[src/rtl/ir_demod_pkg.sv]
package ir_demod_pkg;
  typedef enum logic [1:0] {
    WIN_E3_L3 = 2'd0,
    WIN_E4_L3 = 2'd1,
    WIN_E3_L4 = 2'd2,
    WIN_E4_L4 = 2'd3
  } win_t;
endpackage

[src/rtl/ir_tick_gen.sv]
module ir_tick_gen #(
  parameter int DIV_W = 16
) (
  input  logic             clk,
  input  logic             rst,
  input  logic             en,
  input  logic [DIV_W-1:0] divider,
  output logic             tick,
  output logic [DIV_W-1:0] cnt
);
  logic [DIV_W-1:0] cnt_q;
  logic             wrap;

  assign wrap = (cnt_q >= divider);
  assign tick = en && wrap;
  assign cnt  = cnt_q;

  always_ff @(posedge clk) begin
    if (rst || !en) cnt_q <= '0;
    else if (wrap)  cnt_q <= '0;
    else            cnt_q <= cnt_q + 1'b1;
  end
endmodule

[src/rtl/ir_edge_sync.sv]
module ir_edge_sync #(
  parameter int STAGES = 2
) (
  input  logic clk,
  input  logic rst,
  input  logic raw_in,
  output logic level,
  output logic rise
);
  logic [STAGES-1:0] chain_q;
  logic              prev_q;

  genvar g;
  generate
    for (g = 0; g < STAGES; g++) begin : g_sync
      if (g == 0) begin : g_first
        always_ff @(posedge clk) begin
          if (rst) chain_q[0] <= 1'b0;
          else     chain_q[0] <= raw_in;
        end
      end else begin : g_next
        always_ff @(posedge clk) begin
          if (rst) chain_q[g] <= 1'b0;
          else     chain_q[g] <= chain_q[g-1];
        end
      end
    end
  endgenerate

  always_ff @(posedge clk) begin
    if (rst) prev_q <= 1'b0;
    else     prev_q <= chain_q[STAGES-1];
  end

  assign level = chain_q[STAGES-1];
  assign rise  = chain_q[STAGES-1] && !prev_q;
endmodule

[src/rtl/ir_carrier_track.sv]
module ir_carrier_track
  import ir_demod_pkg::*;
#(
  parameter int NOM_TICKS = 16,
  parameter int TOL_SMALL = 3,
  parameter int TOL_LARGE = 4,
  parameter int GAP_W     = 5,
  parameter int GAP_CAP   = 21
) (
  input  logic             clk,
  input  logic             rst,
  input  logic             en,
  input  logic             tick,
  input  logic             rise,
  input  win_t             win,
  output logic             mark,
  output logic [GAP_W-1:0] gap
);
  localparam logic [GAP_W-1:0] LO_NARROW = GAP_W'(NOM_TICKS - TOL_SMALL);
  localparam logic [GAP_W-1:0] LO_WIDE   = GAP_W'(NOM_TICKS - TOL_LARGE);
  localparam logic [GAP_W-1:0] HI_NARROW = GAP_W'(NOM_TICKS + TOL_SMALL);
  localparam logic [GAP_W-1:0] HI_WIDE   = GAP_W'(NOM_TICKS + TOL_LARGE);
  localparam logic [GAP_W-1:0] CAP       = GAP_W'(GAP_CAP);

  logic [GAP_W-1:0] gap_q;
  logic [GAP_W-1:0] span;
  logic [GAP_W-1:0] lo_bound;
  logic [GAP_W-1:0] hi_bound;
  logic [1:0]       hits_q;
  logic             ref_q;
  logic             mark_q;
  logic             in_win;

  always_comb begin
    lo_bound = win[0] ? LO_WIDE : LO_NARROW;
    hi_bound = win[1] ? HI_WIDE : HI_NARROW;
    span     = gap_q + GAP_W'(tick);
    in_win   = (span >= lo_bound) && (span <= hi_bound);
  end

  always_ff @(posedge clk) begin
    if (rst || !en) begin
      gap_q  <= '0;
      hits_q <= '0;
      ref_q  <= 1'b0;
      mark_q <= 1'b0;
    end else if (rise) begin
      gap_q <= '0;
      ref_q <= 1'b1;
      if (ref_q && in_win) begin
        hits_q <= (hits_q == 2'd2) ? 2'd2 : hits_q + 2'd1;
        mark_q <= (hits_q != 2'd0);
      end else begin
        hits_q <= '0;
        mark_q <= 1'b0;
      end
    end else if (tick) begin
      if (gap_q >= hi_bound) begin
        ref_q  <= 1'b0;
        hits_q <= '0;
        mark_q <= 1'b0;
      end
      if (gap_q < CAP) gap_q <= gap_q + 1'b1;
    end
  end

  assign mark = mark_q;
  assign gap  = gap_q;
endmodule

[src/rtl/ir_carrier_demod.sv]
module ir_carrier_demod
  import ir_demod_pkg::*;
#(
  parameter int DIV_W       = 16,
  parameter int SYNC_STAGES = 2,
  parameter int NOM_TICKS   = 16,
  parameter int TOL_SMALL   = 3,
  parameter int TOL_LARGE   = 4
) (
  input  logic             clk,
  input  logic             rst,
  input  logic             en,
  input  logic             demod_en,
  input  logic [1:0]       win_sel,
  input  logic [DIV_W-1:0] divider,
  input  logic             raw_in,
  output logic             level_out
);
  localparam int GAP_CAP = NOM_TICKS + TOL_LARGE + 1;
  localparam int GAP_W   = $clog2(GAP_CAP + 2);

  logic             tick;
  logic [DIV_W-1:0] tick_cnt;
  logic             raw_sync;
  logic             rise;
  logic             mark;
  logic [GAP_W-1:0] gap;
  logic             level_q;

  ir_tick_gen #(.DIV_W(DIV_W)) tick_i (
    .clk(clk), .rst(rst), .en(en), .divider(divider),
    .tick(tick), .cnt(tick_cnt)
  );

  ir_edge_sync #(.STAGES(SYNC_STAGES)) sync_i (
    .clk(clk), .rst(rst), .raw_in(raw_in), .level(raw_sync), .rise(rise)
  );

  ir_carrier_track #(
    .NOM_TICKS(NOM_TICKS), .TOL_SMALL(TOL_SMALL), .TOL_LARGE(TOL_LARGE),
    .GAP_W(GAP_W), .GAP_CAP(GAP_CAP)
  ) track_i (
    .clk(clk), .rst(rst), .en(en), .tick(tick), .rise(rise),
    .win(win_t'(win_sel)), .mark(mark), .gap(gap)
  );

  always_ff @(posedge clk) begin
    if (rst || !en) level_q <= 1'b0;
    else            level_q <= demod_en ? mark : raw_sync;
  end

  assign level_out = level_q;
endmodule

[config.mk]
export PLATFORM = sky130hd
export DESIGN_NAME = ir_carrier_demod
export DESIGN_NICKNAME = d
export VERILOG_FILES = /design/src/rtl/ir_demod_pkg.sv /design/src/rtl/ir_tick_gen.sv /design/src/rtl/ir_edge_sync.sv /design/src/rtl/ir_carrier_track.sv /design/src/rtl/ir_carrier_demod.sv
export SDC_FILE = /design/constraint.sdc
export NUM_CORES = 1
export LEC_CHECK = 0
export ABC_AREA = 1
export CORE_MARGIN = 5
export CORE_UTILIZATION = 40
export DETAILED_ROUTE_END_ITERATION = 10
export GPL_TIMING_DRIVEN = 0
export PLACE_DENSITY = 0.62
export SLEW_MARGIN = 20
export SYNTH_ARGS = -nofsm -noshare
export SYNTH_HDL_FRONTEND = slang
export SYNTH_SLANG_ARGS = --single-unit
export TNS_END_PERCENT = 1
[constraint.sdc]
create_clock -name clk -period 4.6 [get_ports clk]
set_input_delay 0.69 -clock clk [delete_from_list [all_inputs] [get_ports clk]]
set_output_delay 0.69 -clock clk [all_outputs]
set_load 0.01 [all_outputs]
==> results.toml, run 1 <==
[global_routing]
grt_max_degree = 11
first_global_vias = 1503
grt_use_total_pct = 12.89
antenna_found_initial = 0
grt_overflow_total = 0
grt_pass1_wl_um = 6479

[die]
dieArea_um2 = 6488
fp.dieW_um = 80.55
start_util_pct = 41.59
io_pins = 24
num_rows = 25
coreArea_um2 = 4786
die_h_um = 80.55

[routing]
wl_um = 3730
via_per_inst = 4.594
wl_per_cell_um = 10.30
routed-via-count = 1663
ant_nets = 0
drtIter0Drc = 31
post-route-drc-count = 0
drt_first_pass_iters = 4

[clock_network]
cts-buffers-inserted = 5
post_cts_buffers = 0
cts_tree = "done"
cts-root-buf = "clkbuf_8"
ctsLongestPathBuffers = 2
cts_hold_buf = 0
cts_sinks = 29
ctsResizeCount = 0
clock_latency_ns = 0.28
h-tree-depth = 2
clk_pin_slew_ns = 0.06

[sta]
setup_viol = 0
final_hold_viol_count = 0
relSlewSlack_pct = 67.55
fin_skew_ns = 0.004575
rsz0062_at_grt = "no"
fmax_ghz = 0.2565
min_period_ns = 3.899
finalSetupTns_ns = 0
tightest_slew_ns = 0.4834
drv_slew = 0
period_share_pct = 84.76

[run]
drv_cap = 0

[layout]
fin_nets = 346
fillCellCount = 474
diodes = 0
largest_register_ffs = 16
area_growth_pct = 20.11
drive_above_1_share_pct = 9.153
finalInstanceArea_um2 = 2391
instances_no_fill = 362

[critical_path]
cpMostUsedCell = "ha_1"
crit_cells = 18
r2r_slack_ns = 1.23
critical_path.top_delay_family = "compound AO/OA/AOI/OAI gates"
r2r_start = "tick_i.cnt[0]$_SDFF_PP0_"
slowest_stage = "clkdlybuf4s50_1"
start_kind = "input pin"
cp_max_fo = 3
crit_type = "input pin to register"
crit_path_start = "divider[15]"
worstSetupEndpointType = "register"
r2r-end = "track_i.mark$_SDFFE_PP0P_"
critPathBufInv = 3
cp_cell_sequence = "clkdlybuf4s50_1, inv_1, ha_1, nand2_1, o21ai_0, a21oi_2, a21oi_1, ha_1, ha_1, xnor2_1, inv_1, ha_1, a21oi_1, o21ai_0, and2_0, o21ai_0, nand4_1, a21oi_1"
crit_required_ns = 4.82
critical-path-max-stage-delay_ns = 0.46
worstRegToRegCells = 21
crit_arrival_ns = 4.12
crit_path_end = "track_i.mark$_SDFFE_PP0P_"

[pwr]
power_mw = 0.5073
p_leak_nw = 1.066
irDropWorstVdd_mv = 0.1571
p_per_area_nw_per_um2 = 212.2

[synth]
synthCells = 264
synth_nets = 316
postSynthAreaPerCell_um2 = 7.540
synth_seq_cells = 29
syn_area_um2 = 1991
yosys_warnings = 0
seq_area_frac_synth_pct = 29.16
synth_cell_type_count = 30

[placed_design]
port-buffer-count = 23
hpwl_um = 2980
place.gp.congestion = 0.7806
placed_area_um2 = 2305
dp_cells = 354

[min_path]
hp-class = "register to register"

[outcome]
status = "complete, no violations"
routing by layer:
layer  wire, um  global-route usage (%)  share of wire, %  up-vias
li1           -                       -                 -      920
met1       1891                   17.03                51      708
met2       1594                   19.45                43       28
met3        172                   3.251               4.6        7
met4         72                   6.081               1.9        0
met5          0                       0                 0        -
tightest hold or removal path, cell delays in order, from the launching register on:
cell and delay, ns:
dfxtp_1 0.30, inv_1 0.04, nor2_1 0.03
final cells by class:
class,instances,area (um2),share of cell area (%)
Sequential cell,29,580.6,24.28
Buffer,3,15.01,0.6279
Timing Repair Buffer,23,230.2,9.628
Inverter,49,183.9,7.692
Tap cell,67,83.83,3.506
Clock inverter,3,17.52,0.7326
Multi-Input combinational cell,183,1211,50.65
Clock buffer,5,68.82,2.878
power breakdown:
part	leakage, nW	total [mW]	switching (mW)	internal, mW
Sequential	0.234	0.255	0.00129	0.253
Clock	0.0439	0.204	0.0995	0.104
Combinational	0.787	0.0492	0.0225	0.0267
Total	1.07	0.507	0.123	0.384
Yosys cell counts (all sizes together):
library cell / number / area [um2]
a21boi: 1 / 7.510
a21oi: 25 / 128.9
ha: 29 / 362.9
buf: 3 / 15.01
o21ai: 7 / 35.03
xnor2: 4 / 35.03
nand3: 16 / 107.6
inv: 49 / 183.9
or2: 1 / 6.260
nor4: 1 / 12.51
nor2: 29 / 123.9
nor3b: 2 / 20.02
a21o: 1 / 7.510
nand4: 10 / 62.56
and2: 1 / 6.260
nor3: 6 / 51.30
dfxtp: 29 / 580.6
a31oi: 1 / 6.260
nand2: 39 / 153.9
o21a: 3 / 22.52
xor2: 7 / 61.31
cell families (layout without fill, tap and decap cells):
family	count (synthesis)	in the layout	share of synthesized area (%)
DFF	29	29	29.16
AOI/OAI and AO/OA	38	38	10.43
and+or+nand+nor	105	105	27.34
buffers and inverters	52	83	9.994
xor gates and xnor gates	11	11	4.840
adders and majority gates	29	29	18.23
per-stage QoR:
step           hold slack [ns]  utilization [%]  setup WS, ns
2_1_floorplan           0.3883                -         1.318
3_3_place_gp            0.4064            48.16        0.3889
3_5_place_dp            0.4012            48.16        0.3645
4_1_cts                 0.4116            49.96        0.6643
5_1_grt                 0.4337            49.96        0.3650
6_report                0.4072            49.96        0.7012
worst min-delay path by stage:
stage	depth (start not counted)	to	slack [ns]	start
CTS	2	sync_i.level$_SDFF_PP0_	0.41	sync_i.chain_q[0]$_SDFF_PP0_
floorplan	2	sync_i.level$_SDFF_PP0_	0.39	sync_i.chain_q[0]$_SDFF_PP0_
global placement	2	sync_i.level$_SDFF_PP0_	0.41	sync_i.chain_q[0]$_SDFF_PP0_
detailed placement	2	sync_i.level$_SDFF_PP0_	0.40	sync_i.chain_q[0]$_SDFF_PP0_
global route	2	sync_i.level$_SDFF_PP0_	0.43	sync_i.chain_q[0]$_SDFF_PP0_
finish	2	sync_i.level$_SDFF_PP0_	0.41	sync_i.chain_q[0]$_SDFF_PP0_
cell usage in the layout (no fill, tap or decap), drive strengths merged:
| master | instances |
|---|---|
| and2 | 1 |
| clkdlybuf4s50 | 23 |
| or2 | 1 |
| ha | 29 |
| a21oi | 25 |
| nand4 | 10 |
| nor2 | 29 |
| o21ai | 7 |
| a31oi | 1 |
| nand3 | 16 |
| buf | 3 |
| clkinv | 2 |
| a21o | 1 |
| nor4 | 1 |
| xor2 | 7 |
| nor3 | 6 |
| nor3b | 2 |
| clkbuf | 5 |
| inv | 49 |
| a21boi | 1 |
| clkinvlp | 1 |
| xnor2 | 4 |
| dfxtp | 29 |
| o21a | 3 |
| nand2 | 39 |
Note: power is estimated with default switching activity, not from simulation.
==> inputs of run 2 (changes only) <==
clock period = 3.9 ns   (was 4.6 ns; I/O delays follow)
==> run 2 against run 1 <==
  * Sequential power is 18% higher
  * Clock skew hardly changed
  * Hold slack stayed put
  * Clock power is 18% higher
  * Worst setup slack worse by 0.36 ns
  * Critical endpoint unchanged
  * Sequential share of layout area is 0.076 points lower
  * Global-route usage stayed put
  * Count of clock-buffer cells in the layout stayed put
  * Largest power group unchanged
==> results.toml, run 2 (same netlist as run 1, synthesis figures left out) <==
[outcome]
status = "complete, no violations"

[routing]
wl_per_cell_um = 10.33
drt_first_pass_iters = 4
ant_nets = 0
routed-via-count = 1664
drtIter0Drc = 37
wl_um = 3740
via_per_inst = 4.597
post-route-drc-count = 0

[sta]
setup_viol = 0
fin_skew_ns = 0.004472
rsz0062_at_grt = "no"
holdWs_ns = 0.4072
final_hold_viol_count = 0
drv_slew = 0
fmax_ghz = 0.2810
tightest_slew_ns = 0.4796
min_period_ns = 3.559
period_share_pct = 91.26
relSlewSlack_pct = 67.81

[clock_network]
clk_pin_slew_ns = 0.06
post_cts_buffers = 0
ctsLongestPathBuffers = 2
cts-root-buf = "clkbuf_8"
cts-buffers-inserted = 5
cts_hold_buf = 0
h-tree-depth = 2
cts_sinks = 29
cts_tree = "done"
clock_latency_ns = 0.28

[min_path]
hp-class = "register to register"

[global_routing]
antenna_found_initial = 0
grt_max_degree = 11
first_global_vias = 1503
grt_use_total_pct = 12.89
grt_pass1_wl_um = 6479
grt_overflow_total = 0

[critical_path]
crit_type = "input pin to register"
cp_max_fo = 3
crit_arrival_ns = 3.78
worstSetupEndpointType = "register"
start_kind = "input pin"
crit_required_ns = 4.12
r2r_slack_ns = 0.76

[placed_design]
port-buffer-count = 23
place.gp.congestion = 0.7806
hpwl_um = 2980
placed_area_um2 = 2305

[pwr]
p_per_area_nw_per_um2 = 249.5
irDropWorstVdd_mv = 0.1855
p_leak_nw = 1.066

[die]
io_pins = 24
dieArea_um2 = 6488
fp.dieW_um = 80.55
die_h_um = 80.55
num_rows = 25
coreArea_um2 = 4786
start_util_pct = 41.59

[layout]
area_growth_pct = 20.49
drive_above_1_share_pct = 9.831
largest_register_ffs = 16
layout_common_cells = "49 x inv_1, 36 x nand2_1, 29 x ha_1, 29 x dfxtp_1, 27 x nor2_1"
diodes = 0
fin_nets = 346
mostFrequentLayoutCell = "inv_1"
finalInstanceArea_um2 = 2399

[run]
drv_cap = 0
run 2: cell count changes in the layout (fill, tap and decap cells not counted):
cell	previous run	this run
a21oi_1	24	23
o21ai_2	0	1
a21oi_2	1	2
o21ai_0	6	5
run 2: worst max-delay path, cell delays in order:
cell,delay [ns]
clkdlybuf4s50_1,0.45
inv_1,0.04
ha_1,0.32
a21oi_1,0.15
o21ai_0,0.12
a21oi_2,0.23
a21oi_2,0.11
ha_1,0.21
ha_1,0.20
xnor2_1,0.19
inv_1,0.07
ha_1,0.31
a21oi_1,0.13
o21ai_0,0.09
and2_0,0.17
o21ai_2,0.17
nand4_1,0.11
a21oi_1,0.14
run 2: report_power, final:
group / internal [mW] / switching, mW / leakage (nW)
clock network: 0.123 / 0.117 / 0.0439
registers: 0.299 / 0.00152 / 0.234
logic: 0.0315 / 0.0267 / 0.787
run 2: final cells by class:
type	count	area (um2)
clock buffers	5	68.82
clock inverters	3	17.52
repair buffers	23	230.2
inverters	49	183.9
multi-input cells	183	1219
flip-flops and latches	29	580.6
well taps	67	83.83
plain buffers	3	15.01
fillers	476	2387
run 2: metrics by stage:
step                      std cells  total power [mW]  setup TNS [ns]  setup WS [ns]  utilization, %
final                           362            0.5985               0         0.3407           50.12
after global routing            362            0.6326               0        0.03707           50.12
after CTS                       362            0.6097               0        0.06930           49.96
after detailed placement        354            0.3656         -0.6622        -0.2305           48.16
after global placement          354            0.3644         -0.5857        -0.2061           48.16
after floorplan                 264            0.3342               0         0.7232               -
run 2: worst paths after layout:
| check | startpoint | end | depth (start not counted) |
|---|---|---|---|
| setup reg to reg | tick_i.cnt[11]$_SDFF_PP0_ | track_i.mark$_SDFFE_PP0P_ | 16 |
| hold reg to reg | sync_i.chain_q[0]$_SDFF_PP0_ | sync_i.level$_SDFF_PP0_ | 2 |
| hold / removal | sync_i.chain_q[0]$_SDFF_PP0_ | sync_i.level$_SDFF_PP0_ | 2 |
| setup / recovery | divider[11] | track_i.mark$_SDFFE_PP0P_ | 18 |
run 2: what timing repair did:
| action | CTS | global route |
|---|---|---|
| gates resized for setup | 0 | 3 |
| hold endpoints to repair | 0 | 0 |
| endpoints found under the setup margin | 0 | 3 |
run 2: routing by layer:
layer	share of wire, %	track usage [%]	vias to the layer above
li1	-	-	921
met1	51	17.03	710
met2	43	19.45	26
met3	4.4	3.251	7
met4	1.9	6.081	0
met5	0	0	-
==> inputs of run 3 (changes only) <==
SLEW_MARGIN = 10   (was 20)
==> results of run 3 <==
No change in the layout: final DEF, timing and power equal those of run 2.
